[config.mk]
export PLATFORM = sky130hd
export DESIGN_NAME = ret_addr_stack
export DESIGN_NICKNAME = d
export VERILOG_FILES = /design/src/rtl/ras_pkg.sv /design/src/rtl/ras_ctrl.sv /design/src/rtl/ras_level.sv /design/src/rtl/ret_addr_stack.sv
export SDC_FILE = /design/constraint.sdc
export NUM_CORES = 1
export LEC_CHECK = 0
export BUFFER_PORTS_ARGS = -buffer_cell sky130_fd_sc_hd__buf_2
export CAP_MARGIN = 20
export CORE_MARGIN = 4
export CORE_UTILIZATION = 40
export DETAILED_ROUTE_END_ITERATION = 8
export PLACE_DENSITY = 0.59
export SETUP_SLACK_MARGIN = 0.4
export SYNTH_ARGS = -nofsm -noshare
export SYNTH_HDL_FRONTEND = slang
export SYNTH_SLANG_ARGS = --single-unit
[constraint.sdc]
create_clock -name clk -period 1.6 [get_ports clk]
set_input_delay 0.08 -clock clk [delete_from_list [all_inputs] [get_ports clk]]
set_output_delay 0.08 -clock clk [all_outputs]
set_load 0.01 [all_outputs]
[src/rtl/ras_pkg.sv]
package ras_pkg;

    localparam int RAS_DEPTH_DEF = 3;
    localparam int RAS_AW_DEF    = 10;

    typedef enum logic [1:0] {
        RAS_HOLD = 2'b00,
        RAS_PUSH = 2'b01,
        RAS_POP  = 2'b10,
        RAS_SWAP = 2'b11
    } ras_op_e;

    typedef struct packed {
        logic push;
        logic pop;
    } ras_req_t;

    function automatic ras_op_e ras_decode(input ras_req_t req);
        unique case ({req.pop, req.push})
            2'b01:   return RAS_PUSH;
            2'b10:   return RAS_POP;
            2'b11:   return RAS_SWAP;
            default: return RAS_HOLD;
        endcase
    endfunction

endpackage

[src/rtl/ras_ctrl.sv]
module ras_ctrl
    import ras_pkg::*;
(
    input  logic    push_i,
    input  logic    pop_i,
    output ras_op_e op_o
);
    ras_req_t req;

    always_comb begin
        req.push = push_i;
        req.pop  = pop_i;
        op_o     = ras_decode(req);
    end
endmodule

[src/rtl/ras_level.sv]
module ras_level
    import ras_pkg::*;
#(
    parameter int  AW     = RAS_AW_DEF,
    parameter bit  IS_TOP = 1'b0
) (
    input  logic          clk,
    input  logic          rst,
    input  ras_op_e       op,
    input  logic [AW-1:0] new_addr,
    input  logic [AW-1:0] from_above,
    input  logic [AW-1:0] from_below,
    output logic [AW-1:0] q
);
    logic [AW-1:0] d;

    always_comb begin
        unique case (op)
            RAS_PUSH: d = from_above;
            RAS_POP:  d = from_below;
            RAS_SWAP: d = IS_TOP ? new_addr : q;
            default:  d = q;
        endcase
    end

    always_ff @(posedge clk) begin
        if (rst) q <= '0;
        else     q <= d;
    end
endmodule

[src/rtl/ret_addr_stack.sv]
module ret_addr_stack
    import ras_pkg::*;
#(
    parameter int DEPTH = RAS_DEPTH_DEF,
    parameter int AW    = RAS_AW_DEF
) (
    input  logic          clk,
    input  logic          rst,
    input  logic          push_i,
    input  logic          pop_i,
    input  logic [AW-1:0] push_addr_i,
    output logic [AW-1:0] top_o
);
    localparam int LAST = DEPTH - 1;

    ras_op_e       op;
    logic [AW-1:0] lvl_q  [DEPTH];
    logic [AW-1:0] above  [DEPTH];
    logic [AW-1:0] below  [DEPTH];

    ras_ctrl u_ctrl (
        .push_i (push_i),
        .pop_i  (pop_i),
        .op_o   (op)
    );

    for (genvar i = 0; i < DEPTH; i++) begin : g_lvl
        if (i == 0) begin : g_top_src
            assign above[i] = push_addr_i;
        end else begin : g_mid_src
            assign above[i] = lvl_q[i-1];
        end

        if (i == LAST) begin : g_floor
            assign below[i] = lvl_q[i];
        end else begin : g_link
            assign below[i] = lvl_q[i+1];
        end

        ras_level #(
            .AW     (AW),
            .IS_TOP (i == 0)
        ) u_level (
            .clk        (clk),
            .rst        (rst),
            .op         (op),
            .new_addr   (push_addr_i),
            .from_above (above[i]),
            .from_below (below[i]),
            .q          (lvl_q[i])
        );
    end

    assign top_o = lvl_q[0];
endmodule

==> flow_metrics.tcl, run 1 <==
set metrics [dict create \
    largest_reg_flops 30 \
    hp-class "in2reg" \
    final_layout_size_suffix_gt1_frac 0.243 \
    synthAdderAreaFrac 0.0362 \
    ys.warnings.count 0 \
    die_h_um 66.8 \
    p_int_mw 1.06 \
    die_area_um2 4460 \
    antenna_left 0 \
    r2r-end "g_lvl[0].u_level.q[9]$_SDFFE_PP0P_" \
    power_frac_clock 0.280 \
    cts-root-buf "clkbuf_4" \
    p_switching_uw 419 \
    placed_cells 191 \
    r2r_cells 2 \
    critPathTopFamily "simple AND/OR/NAND/NOR gates" \
    critPathMaxStageDelay_ns 0.37 \
    finalNonFillerCells 198 \
    cp_slowest_cell "or3b_1" \
    crit_required_ns 1.85 \
    worstMarginPinSlew_ns 0.563 \
    seqPwrFrac 0.566 \
    finalSetupTns_ns 0 \
    start_util 0.414 \
    antenna_found_initial 0 \
    synth_mux_area_frac 0.210 \
    setup_violations 0 \
    status "finished, final reports clean" \
    firstDrtPassIters 4 \
    cts_tree "done" \
    fin_skew_ns 0.0105 \
    die_w_um 66.8 \
    peakVddDrop_uv 541 \
    synth_compound_area_frac 0.118 \
    antenna_cells 0 \
    rows 21 \
    cp-start-kind "flop" \
    path_buf_inv 0 \
    yosys.area_share.xor_xnor 0 \
    post_drt_wl_per_cell_um 14.3 \
    grt_pass1_wl_um 4440 \
    whs_path_depth 3 \
    cts_hold_buf 0 \
    postSynthCellCount 137 \
    io_buffers 23 \
    largest_register "g_lvl.u_level.q" \
    clkLatencyLatePin_ns 0.33 \
    synth_top_family_by_area "multiplexers" \
    path_cells "or3b_1, a311oi_2" \
    grt.total_usage 0.140 \
    synth_nets 155 \
    reg.largest.list "g_lvl.u_level.q: 30 flops" \
    synth-simple-area-share 0.106 \
    cts_num_sinks 30 \
    r2r_slack_ns 0.57 \
    numCtsBuffers 5 \
    relSlewSlack 0.625 \
    cts_setup_buffers 0 \
    combPwrFrac 0.154 \
    synth_seq_cells 30 \
    via_per_inst 5.01 \
    drt-total-wl_um 2840 \
    period_minus_slack_ns 1.03 \
    crit_fanout 3 \
    route.detailed.drc 0 \
    max_freq_mhz 966 \
    drv_slew 0 \
    rsz0062_at_grt "false" \
    r2r-start "g_lvl[1].u_level.q[9]$_SDFFE_PP0P_" \
    hpwl_um 1910 \
    end_kind "flop" \
    p_per_area_nw_per_um2 978 \
    fillers 333 \
    drv_cap 0 \
    vias 992 \
    worstPathArrival_ns 1.28 \
    fin_nets 170 \
    gp_congestion 0.744 \
    clockBufferDepth 2 \
    hold_end "g_lvl[0].u_level.q[9]$_SDFFE_PP0P_" \
    ioPinCount 24 \
    leakagePower_nw 0.646 \
    htreeDepth 2 \
    hold_viol_final 0 \
    core-area_um2 3340 \
    synth.distinct_cells 12 \
    grt_max_degree 31 \
    synth.cell_area_um2 1380 \
    grt_overflow 0 \
    finalCritPeriodShare 0.647 \
    detail_route.iter0.violations 48 \
    ctsResizeCount 0 \
    area_delta_synth_final_pct 9.78 \
    holdCritStartpoint "push_addr_i[9]" \
    swShare 0.282 \
    ys_seq_area_frac 0.435 \
    critical_path_class "reg2reg" \
    cts.clk_slew.worst_paths_ns 0.09 \
    grt_pass1_vias 926 \
    avgSynthCellArea_um2 10.1 \
]
## worst max-delay path by stage
stage	start	to	slack, ns	cells after the start
after floorplan	push_i	g_lvl[1].u_level.q[0]$_SDFFE_PP0P_	0.50	5
after CTS	push_i	g_lvl[0].u_level.q[2]$_SDFFE_PP0P_	0.43	5
after global placement	push_i	g_lvl[0].u_level.q[4]$_SDFFE_PP0P_	0.15	5
after global routing	push_i	g_lvl[1].u_level.q[6]$_SDFFE_PP0P_	0.51	6
final	g_lvl[1].u_level.q[9]$_SDFFE_PP0P_	g_lvl[0].u_level.q[9]$_SDFFE_PP0P_	0.57	2
after detailed placement	push_i	g_lvl[0].u_level.q[2]$_SDFFE_PP0P_	0.09	5
## Yosys cell counts
| cell type | n | area [um2] |
|---|---|---|
| a211oi_1 | 19 | 143 |
| a311oi_2 | 1 | 15.0 |
| buf_4 | 13 | 97.6 |
| clkbuf_1 | 6 | 22.5 |
| dfxtp_1 | 30 | 601 |
| ha_1 | 4 | 50.1 |
| inv_1 | 3 | 11.3 |
| mux2i_1 | 29 | 290 |
| nor2_1 | 20 | 75.1 |
| nor2b_1 | 10 | 62.6 |
| o21ai_0 | 1 | 5.00 |
| or3b_1 | 1 | 8.76 |
## layout make-up
class	count	area, um2	share of cell area
clock inverter	2	10.0	0.00660
sequential	30	601	0.396
tap	46	57.6	0.0380
timing repair buffer	27	145	0.0957
multi-input combinational	85	654	0.432
clock buffer	5	37.5	0.0248
inverter	3	11.3	0.00743
## placed cells by master, fill, tap and decap left out, types with 2 or more instances in the layout
cell type,instances
nor2_1,20
nor2b_1,10
ha_2,2
clkinv_2,2
dfxtp_1,30
inv_1,3
a211oi_1,19
clkbuf_4,5
buf_4,4
mux2i_1,29
buf_2,23
ha_1,2
## worst min-delay path, stage by stage
cell,delay [ns]
buf_2,0.09
o21ai_0,0.08
a311oi_2,0.10
## logic make-up after synthesis
| kind of cell | Yosys count |
|---|---|
| compound gates | 21 |
| fa+ha+maj | 4 |
| buf+inv | 22 |
| flops | 30 |
| mux | 29 |
| simple gates | 31 |
## power groups by stage
stage               combinational, mW  clock (mW)  sequential, mW
floorplan                       0.190           0           0.844
global placement                0.223           0           0.854
detailed placement              0.229           0           0.856
CTS                             0.231       0.431           0.839
global route                    0.253       0.457           0.846
finish                          0.229       0.416           0.839
## layer usage
metal	up-vias	GRT usage	wire [um]
met5	-	0	0
met4	0	0.0838	72
met3	8	0.0422	161
met2	26	0.224	1300
met1	463	0.163	1310
li1	495	-	-
## stage by stage
step	cell area [um2]	power [mW]	utilization	hold WS, ns	worst slack, ns
floorplan	1380	1.03	-	0.301	0.497
global placement	1460	1.08	0.439	0.408	0.155
detailed placement	1460	1.09	0.439	0.421	0.0879
CTS	1510	1.50	0.453	0.0578	0.430
global route	1520	1.56	0.454	0.0871	0.508
finish	1520	1.48	0.454	0.0706	0.565
Power figures use the tool's default switching activity.
==> inputs of run 2 (changes only) <==
- clock period: 1.6 -> 1.07 ns (I/O delays scaled with it)
==> run 2 against run 1 <==
  * Sequential share of layout area down 7.2 points
  * Register-to-register slack worse by 0.48 ns
  * Largest power group unchanged
  * Setup slack lost 0.48 ns
  * Clock skew shrank 0.0042 ns
==> flow_metrics.tcl, run 2 (same netlist as run 1, synthesis figures left out) <==
set metrics [dict create \
    drt-total-wl_um 3260 \
    vias 1066 \
    grt_use_met1 0.185 \
    finalNonFillerCells 216 \
    rows 21 \
    grt.total_usage 0.165 \
    seqPwrFrac 0.479 \
    die_area_um2 4460 \
    multi_input_area_um2 741 \
    grt_max_degree 21 \
    finalCritPeriodShare 0.917 \
    reg.largest.list "g_lvl.u_level.q: 30 flops" \
    route.detailed.drc 0 \
    final_layout_size_suffix_gt1_frac 0.529 \
    start_util 0.414 \
    met2_usage 0.285 \
    gp_congestion 0.707 \
    post_drt_wl_per_cell_um 15.1 \
    cts.clk_slew.worst_paths_ns 0.09 \
    p_per_area_nw_per_um2 1380 \
    dpl_cell_area_um2 1580 \
    cp_slowest_cell "or3b_4" \
    htreeDepth 2 \
    worstPathArrival_ns 1.23 \
    ioPinCount 24 \
    hold_viol_final 0 \
    final_core_util 0.577 \
    hold_slack_ns 0.0361 \
    power_frac_clock 0.316 \
    io_buffers 23 \
    final_cell_area_um2 1920 \
    detail_route.iter0.violations 35 \
    period_minus_slack_ns 0.981 \
    drv_cap 0 \
    grt_pass1_vias 1135 \
    swShare 0.262 \
    numCtsBuffers 5 \
    hp-class "in2reg" \
    grt_util_met3 0.0371 \
    placed_cells 196 \
    die_h_um 66.8 \
    end_kind "flop" \
    leakagePower_nw 0.790 \
    seqCellArea_um2 624 \
    peakVddDrop_uv 714 \
    fin_skew_ns 0.00627 \
    pre_cts_slack_ns -0.102 \
    clkLatencyLatePin_ns 0.34 \
    area_delta_synth_final_pct 39.3 \
    layout_common_cells "28 x mux2i_1, 20 x nor2_1, 19 x dfxtp_2, 19 x buf_6, 14 x a211oi_1" \
    p_int_mw 1.96 \
    cp-start-kind "flop" \
    crit_required_ns 1.32 \
    fillers 298 \
    core-area_um2 3340 \
    power_mw 2.65 \
    die_w_um 66.8 \
    fin_nets 187 \
    critical_path_class "reg2reg" \
    hpwl_um 2020 \
    largest_reg_flops 30 \
    antenna_left 0 \
    firstDrtPassIters 4 \
    cts-root-buf "clkbuf_4" \
    layout_commonest_cell "mux2i_1" \
    antenna_cells 0 \
    critPathMaxStageDelay_ns 0.37 \
    cts_tree "done" \
    relSlewSlack 0.800 \
    largest_register "g_lvl.u_level.q" \
    grt_busiest_layer "met2" \
    cts_num_sinks 30 \
    max_freq_mhz 1020 \
    status "finished, final reports clean" \
    rsz0062_at_grt "true" \
    setup_violations 0 \
    path_cells "or3b_4, a311oi_2" \
    finalSetupTns_ns 0 \
    grt_overflow 0 \
    worstMarginPinSlew_ns 0.300 \
    grt_pass1_wl_um 5310 \
    antenna_found_initial 0 \
    setup_ws_ns 0.0886 \
    combPwrFrac 0.205 \
    via_per_inst 4.94 \
    p_switching_uw 693 \
    crit_fanout 2 \
    clockBufferDepth 2 \
    drv_slew 0 \
]
-- run 2: changes by cell type in the layout (fill, tap and decap cells not counted), sizes merged --
cell / change
inv: -1
buf: +15
clkinv: -2
clkbuf: +4
clkinvlp: +2
-- run 2: worst paths after layout --
path	end	cells after the start	slack (ns)	start
worst max register to register	g_lvl[0].u_level.q[9]$_SDFFE_PP0P_	2	0.09	g_lvl[1].u_level.q[9]$_SDFFE_PP0P_
worst min-delay path	g_lvl[0].u_level.q[9]$_SDFFE_PP0P_	3	0.04	push_addr_i[9]
worst max-delay path	g_lvl[0].u_level.q[9]$_SDFFE_PP0P_	2	0.09	g_lvl[1].u_level.q[9]$_SDFFE_PP0P_
worst min register to register	g_lvl[1].u_level.q[7]$_SDFFE_PP0P_	2	0.49	g_lvl[1].u_level.q[7]$_SDFFE_PP0P_
-- run 2: area by class of cell --
cell class	count	share of cell area
clock buffers	8	0.0410
inverters	3	0.0202
multi-input cells	85	0.385
flip-flops and latches	30	0.324
well taps	46	0.0299
repair buffers	43	0.196
repair inverters	1	0.00390
-- run 2: repair_timing --
| item | in CTS | in global routing |
|---|---|---|
| resized for setup | 38 | 16 |
| hold buffers | 0 | 0 |
| endpoints found under the setup margin | 30 | 32 |
| gates cloned | 1 | 0 |
| pin swaps | 15 | 3 |
| setup buffers | 10 | 1 |
-- run 2: power groups by stage --
| stage | logic [mW] | registers (mW) | clock network, mW |
|---|---|---|---|
| final | 0.544 | 1.27 | 0.837 |
| after global routing | 0.594 | 1.28 | 0.891 |
| after CTS | 0.498 | 1.27 | 0.856 |
| after detailed placement | 0.395 | 1.28 | 0 |
| after global placement | 0.384 | 1.28 | 0 |
| after floorplan | 0.327 | 1.26 | 0 |
-- run 2: per-layer routing --
layer,vias to the layer above,part of all wire
li1,530,-
met1,507,0.42
met2,22,0.52
met3,7,0.034
met4,0,0.026
met5,-,0
-- run 2: worst max-delay path: cells and delay by family, from the launching register on --
kind / cells / cell delay (ns)
simple gates: 1 / 0.37
flops: 1 / 0.34
compound gates: 1 / 0.19
